[config.mk]
export PLATFORM = sky130hd
export DESIGN_NAME = hsre_rule_engine
export DESIGN_NICKNAME = d
export VERILOG_FILES = /design/src/rtl/hsre_pkg.sv /design/src/rtl/hsre_in_port.sv /design/src/rtl/hsre_out_port.sv /design/src/rtl/hsre_flag.sv /design/src/rtl/hsre_prio.sv /design/src/rtl/hsre_rule_engine.sv
export SDC_FILE = /design/constraint.sdc
export NUM_CORES = 1
export LEC_CHECK = 0
export ABC_AREA = 0
export BUFFER_PORTS_ARGS = -buffer_cell sky130_fd_sc_hd__buf_4
export CAP_MARGIN = 20
export CELL_PAD_IN_SITES_DETAIL_PLACEMENT = 1
export CELL_PAD_IN_SITES_GLOBAL_PLACEMENT = 1
export CORE_MARGIN = 10
export CORE_UTILIZATION = 36
export DETAILED_ROUTE_END_ITERATION = 12
export PLACE_DENSITY_LB_ADDON = 0.1
export SLEW_MARGIN = 20
export SYNTH_ARGS = -nofsm -noshare
export SYNTH_HDL_FRONTEND = slang
export SYNTH_SLANG_ARGS = --single-unit
[constraint.sdc]
create_clock -name clk -period 5.3 [get_ports clk]
set_clock_uncertainty 0.15 [all_clocks]
set_input_delay 1.59 -clock clk [delete_from_list [all_inputs] [get_ports clk]]
set_output_delay 1.59 -clock clk [all_outputs]
set_load 0.1 [all_outputs]
[src/rtl/hsre_pkg.sv]
package hsre_pkg;

  // Input channel has an unconsumed word.
  function automatic logic chan_holds(input logic req, input logic ack);
    return req & ~ack;
  endfunction

  // Output channel may accept a new word.
  function automatic logic chan_free(input logic req, input logic ack);
    return ~req & ~ack;
  endfunction

  // Output channel handshake completed, request must return to zero.
  function automatic logic chan_done(input logic req, input logic ack);
    return req & ack;
  endfunction

  // Input acknowledge may return to zero.
  function automatic logic chan_released(input logic req, input logic ack);
    return ~req & ack;
  endfunction

endpackage

[src/rtl/hsre_in_port.sv]
module hsre_in_port
  import hsre_pkg::*;
(
  input  logic clk,
  input  logic rst_n,
  input  logic req,
  input  logic take,
  output logic ack,
  output logic holds,
  output logic rtz
);

  assign holds = chan_holds(req, ack);
  assign rtz   = chan_released(req, ack);

  always_ff @(posedge clk) begin
    if (!rst_n) begin
      ack <= 1'b1;
    end else begin
      if (take) ack <= 1'b1;
      if (rtz)  ack <= 1'b0;
    end
  end

endmodule

[src/rtl/hsre_out_port.sv]
module hsre_out_port
  import hsre_pkg::*;
#(
  parameter int DATA_W    = 8,
  parameter bit KEEP_DATA = 1'b0
) (
  input  logic              clk,
  input  logic              rst_n,
  input  logic              ack,
  input  logic              put,
  input  logic [DATA_W-1:0] put_data,
  output logic              req,
  output logic [DATA_W-1:0] data,
  output logic              free,
  output logic              rtz
);

  assign free = chan_free(req, ack);
  assign rtz  = chan_done(req, ack);

  always_ff @(posedge clk) begin
    if (!rst_n) begin
      req <= 1'b0;
      if (!KEEP_DATA) data <= '0;
    end else begin
      if (put) begin
        req  <= 1'b1;
        data <= put_data;
      end
      if (rtz) begin
        req <= 1'b0;
        if (!KEEP_DATA) data <= '0;
      end
    end
  end

endmodule

[src/rtl/hsre_flag.sv]
module hsre_flag #(
  parameter bit INIT = 1'b0
) (
  input  logic clk,
  input  logic rst_n,
  input  logic fill,
  input  logic drain,
  output logic full
);

  always_ff @(posedge clk) begin
    if (!rst_n)     full <= INIT;
    else if (fill)  full <= 1'b1;
    else if (drain) full <= 1'b0;
  end

endmodule

[src/rtl/hsre_prio.sv]
module hsre_prio #(
  parameter int NUM = 2
) (
  input  logic [NUM-1:0] guard,
  output logic [NUM-1:0] fire
);

  logic [NUM:0] blocked;
  assign blocked[0] = 1'b0;

  for (genvar i = 0; i < NUM; i++) begin : g_chain
    assign fire[i]      = guard[i] & ~blocked[i];
    assign blocked[i+1] = blocked[i] | guard[i];
  end

endmodule

[src/rtl/hsre_rule_engine.sv]
module hsre_rule_engine #(
  parameter int                DATA_W     = 8,
  parameter logic [DATA_W-1:0] ADD_FIRST  = 'h11,
  parameter logic [DATA_W-1:0] ADD_SECOND = 'hA5,
  parameter bit                FLAG_INIT  = 1'b0,
  parameter bit                KEEP_DATA  = 1'b0
) (
  input  logic              clk,
  input  logic              rst_n,
  input  logic              in_req,
  output logic              in_ack,
  input  logic [DATA_W-1:0] in_data,
  output logic              out_req,
  input  logic              out_ack,
  output logic [DATA_W-1:0] out_data
);

  localparam int NUM_RULES = 2;
  localparam int RULE_MOVE_FIRST  = 0;
  localparam int RULE_MOVE_SECOND = 1;

  function automatic logic [DATA_W-1:0] add_wrap(input logic [DATA_W-1:0] a,
                                                  input logic [DATA_W-1:0] b);
    return a + b;
  endfunction

  // Named internal events.
  logic                 in_holds, in_rtz;
  logic                 out_free, out_rtz;
  logic                 flag_full;
  logic [NUM_RULES-1:0] guard, fire;
  logic                 consume, emit;
  logic [DATA_W-1:0]    emit_data;

  assign guard[RULE_MOVE_FIRST]  = in_holds & out_free & ~flag_full;
  assign guard[RULE_MOVE_SECOND] = in_holds & out_free;

  hsre_prio #(.NUM(NUM_RULES)) u_prio (
    .guard (guard),
    .fire  (fire)
  );

  assign consume   = |fire;
  assign emit      = |fire;
  assign emit_data = fire[RULE_MOVE_FIRST] ? add_wrap(in_data, ADD_FIRST)
                                           : add_wrap(in_data, ADD_SECOND);

  hsre_in_port u_in (
    .clk   (clk),
    .rst_n (rst_n),
    .req   (in_req),
    .take  (consume),
    .ack   (in_ack),
    .holds (in_holds),
    .rtz   (in_rtz)
  );

  hsre_out_port #(.DATA_W(DATA_W), .KEEP_DATA(KEEP_DATA)) u_out (
    .clk      (clk),
    .rst_n    (rst_n),
    .ack      (out_ack),
    .put      (emit),
    .put_data (emit_data),
    .req      (out_req),
    .data     (out_data),
    .free     (out_free),
    .rtz      (out_rtz)
  );

  hsre_flag #(.INIT(FLAG_INIT)) u_flag (
    .clk   (clk),
    .rst_n (rst_n),
    .fill  (fire[RULE_MOVE_FIRST]),
    .drain (fire[RULE_MOVE_SECOND]),
    .full  (flag_full)
  );

endmodule

-- Word level (Yosys, flattened, before mapping)
Cells that the tools add are included.
- register bits: 11
- bits of input ports: 12
- output and inout port bits: 10
- logic and storage cells: 29
- add/sub/neg operators: 2
- multiplexer cells: 5
- bitwise operators: 14
- reduce and logical (&&, ||, !) cells: 4
- operator list (kind ; count):
    adder 8 x 5 -> 8 bit, second input constant ; 1
    adder 8 bit, second input constant ; 1
    2-to-1 mux 8 bit ; 1
    bitwise AND 1 bit ; 7
    inverter 1 bit ; 7
    2-to-1 mux 1 bit ; 4
    nonzero test 2 bit ; 2
    OR reduction 2 bit ; 2

-- Longest topological paths before layout
- depth after elaboration: 9
- depth in mapped cells: 9
- gate-level depth less buffers: 8

-- Hierarchy
From an unflattened synthesis, not the netlist that was laid out.
- cell total of the unflattened synthesis: 71
- area, all modules: 679.4 sq um
- modules (own cells, without submodules) (module ; times used ; cells an instance ; area each (sq um) ; seq. area each (sq um)):
    hsre_out_port ; 1 ; 32 ; 337.8 ; 180.2
    hsre_rule_engine ; 1 ; 29 ; 224.0 ; 0.0
    hsre_in_port ; 1 ; 5 ; 55.1 ; 20.0
    hsre_flag ; 1 ; 3 ; 41.3 ; 20.0
    hsre_prio ; 1 ; 2 ; 21.3 ; 0.0

-- Worst setup path before layout
Ideal clock, no wire load.
- path type: input -> register
- start: input port out_ack
- end: register u_out.data[7]
- library setup time: 124 ps
- arrival: 3407 ps
- data required time: 5026 ps
- slack: 1619 ps
- cell stages on the path: 8
- buffers on the path: 1
- cells stage by stage: nor4b_1 buf_2 nand2b_1 ha_1 a311o_1 and3_1 o41ai_1 nor2_1
- longest elaborated chain between the ends: 7
- elaborated cells on any way between the ends: 10
- those cells by class: mux: 1; bitwise: 7; reduce/logical: 2
- RTL lines (item ; line ; text):
    from (decl) ; hsre_rule_engine.sv:14 ; input logic out_ack,
    inverter 1 bit ; hsre_pkg.sv:10 ; return ~req & ~ack;
    bitwise AND 1 bit ; hsre_pkg.sv:10 ;
    bitwise AND 1 bit ; hsre_rule_engine.sv:35, hsre_rule_engine.sv:36 ;
    bitwise AND 1 bit ; hsre_rule_engine.sv:35 ; assign guard[RULE_MOVE_FIRST] = in_holds & out_free & ~flag_full;
    inverter 1 bit ; hsre_prio.sv:12 ; assign fire[i] = guard[i] & ~blocked[i];
    bitwise AND 1 bit ; hsre_prio.sv:12 ;
    OR reduction 2 bit ; hsre_rule_engine.sv:44 ; assign emit = |fire;
    to (signal assigned) ; hsre_out_port.sv:28 ; data <= put_data;
    to (decl) ; hsre_out_port.sv:13 ; output logic [DATA_W-1:0] data,
Several ways; a longest one is shown, not always the timed one.
A chain may end at the register's enable or synchronous reset.

-- Worst setup path in the final report
Same ends and word-level chain as after synthesis.

==> out/metrics.cfg <==
[logic_synthesis]
seq_area_frac_synth_pct = 35.9
yosysWarnings = 0
postSynth.asyncResetShare_pct = 0
ys.flop_type = dfxtp_1
synth-edff-count = 0
synth_area_leader_cell = dfxtp_1
yosys-top-cells-area = dfxtp_1, ha_1, nand2_1, a21oi_1, a211oi_1
syn_inst = 71
synth-seq-cells = 11
ys_types = 33
synth_top_cell_area_share_pct = 35.9
syn_nets = 87
syn_area_per_cell_um2 = 8.64
syn_area_um2 = 613

[route]
num_vias = 629
dr.pass1.iters = 4
route.detailed.vias_per_inst = 5.72
drtIter0Drc = 12
ant_nets = 0
drc = 0
wirelength_um = 1750
wl_per_cell_um = 15.9

[sta]
rsz0062_at_grt = false
worst_pin_slew_ns = 0.300
min_period_ns = 3.51
worst_slack_ns = 1.79
whs_ns = 0.303
finalHoldViolCount = 0
slew_headroom_pct = 79.8
fin_crit_sh_pct = 66.2
finalSetupViolations = 0
fmax_ghz = 0.285
drv_slew = 0
fin_tns_setup_ns = 0

[pwr]
seq_power_share_pct = 42.7
power_leakage_nw = 0.356
p_int_w = 0.000136
clkPwrFrac_pct = 27.2
power_density_nw_per_um2 = 257
ir_worst_vdd_mv = 0.211
comb_power_share_pct = 30.2
power.switching_w = 0.0000728
switching_share_pct = 34.9
totalPowerFinal_w = 0.000208

[finish]
drive_gt1_share_pct = 26.6
layout_commonest_cell = buf_4
layout_common_cells = buf_4, dfxtp_1, nand2_1
fill_cells = 199
nNetsFinal = 111
syn_to_final_growth_pct = 32.2
diodes = 0
fin_area_um2 = 811

[place]
port_buffers = 21
placed_cell_area_um2 = 785
place.gp.congestion = 0.815
hpwl_um = 1420
post-place-ws_ns = 1.49

[hold_path]
holdPathStages = 2
hold_end = u_out.data[1]
min_path_type = flop to flop
hold_start = u_out.data[1]

[clocking]
htreeDepth = 1
cts_max_path_buffers = 2
holdBufCountCts = 0
clk_pin_slew_ns = 0.07
cts_tree = built
cts.sinks = 11
worstSkewPairLatency_ns = 0.26
cts_setup_buffers = 0
root_buffer = clkbuf_4
cts_resized = 0
numCtsBuffers = 3

[worst_setup_path]
required_ns = 5.31
end_kind = flop
regToRegStartpoint = u_in.ack
worst_r2r_endpoint = u_out.data[7]
path_class = input pin to flop
r2r_slack_ns = 2.85
crit_start = out_ack
critical_path_arrival_ns = 3.51
start_kind = input pin
path_max_fanout = 13
worstRegToRegCells = 8

[global_route]
busiest_layer = met2
grt_max_degree = 14
use_met3_pct = 5.76
track_usage_pct = 9.94
grt_overflow = 0
antenna_found_initial = 0
grt_pass1_wl_um = 2810
grt_use_met1_pct = 10.5
use_met2_pct = 16.9
first_global_vias = 628

[floorplan]
start_util_pct = 39.3
fp.dieArea_um2 = 3750
die_w_um = 61.3
fp.dieH_um = 61.3
coreArea_um2 = 1560
rows = 14
top_level_ports = 22

[status]
status = finished clean

[flow_run]
drv_cap = 0

[logic make-up after synthesis]
group | after synthesis | synth area share, %
AOI/OAI and AO/OA | 19 | 21.4
xor gates and xnor gates | 4 | 5.72
adders and majority gates | 4 | 8.16
buffers and inverters | 5 | 3.47
DFF | 11 | 35.9
and+or+nand+nor | 28 | 25.3
[metrics by stage]
step,util (%),instances
after floorplan,-,71
after global placement,50.3,106
after detailed placement,50.3,106
after CTS,52.0,110
after global routing,52.0,110
final,52.0,110
[flip-flops by register name, summed over array words and instances (netlist names)]
name / cells
u_in.ack: 1
u_out.req: 1
u_out.data: 8
u_flag.full: 1
[synth_stat cells, types with 2 or more instances]
cell	n
nand2_1	7
and3_1	2
nand4_1	2
a21oi_1	5
nor2b_1	2
xnor2_1	2
buf_2	2
dfxtp_1	11
inv_1	2
a211oi_1	3
xor2_1	2
nor2_1	4
ha_1	4
nand3_1	4
[critical path: stages]
cell and delay (ns):
buf_4 0.12, nor4b_1 0.23, buf_4 0.24, nand2b_1 0.13
ha_1 0.35, a311o_1 0.30, and3_1 0.21, o41ai_1 0.27
nor2_1 0.06
[layout make-up]
| class | count | area (um^2) | share of cell area, % |
|---|---|---|---|
| Timing Repair Buffer | 22 | 165 | 20.4 |
| Inverter | 2 | 7.51 | 0.926 |
| Tap cell | 16 | 20.0 | 2.47 |
| Multi-Input combinational cell | 55 | 372 | 45.8 |
| Sequential cell | 11 | 220 | 27.2 |
| Clock buffer | 4 | 26.3 | 3.24 |
[power by group through the flow]
stage | clock network [W] | logic (W) | registers, W
finish | 0.0000566 | 0.0000629 | 0.0000889
global route | 0.0000645 | 0.0000677 | 0.0000895
CTS | 0.0000600 | 0.0000634 | 0.0000890
detailed placement | 0 | 0.0000630 | 0.0000909
global placement | 0 | 0.0000625 | 0.0000908
floorplan | 0 | 0.0000207 | 0.000114
[routing by layer]
| metal | routed length, um | share of wire (%) |
|---|---|---|
| met1 | 738 | 42 |
| met2 | 834 | 48 |
| met3 | 162 | 9.3 |
| met4 | 14 | 0.80 |
| met5 | 0 | 0 |
[how the worst max path moves through the flow]
stage	to	slack, ns	cells after the start
floorplan	u_out.data[7]	1.62	8
global placement	u_out.data[7]	1.54	9
detailed placement	u_out.data[7]	1.49	9
CTS	u_out.data[7]	1.77	9
global route	u_out.data[6]	1.65	9
finish	u_out.data[7]	1.79	9
No activity file was read; power rests on OpenSTA's default activity.
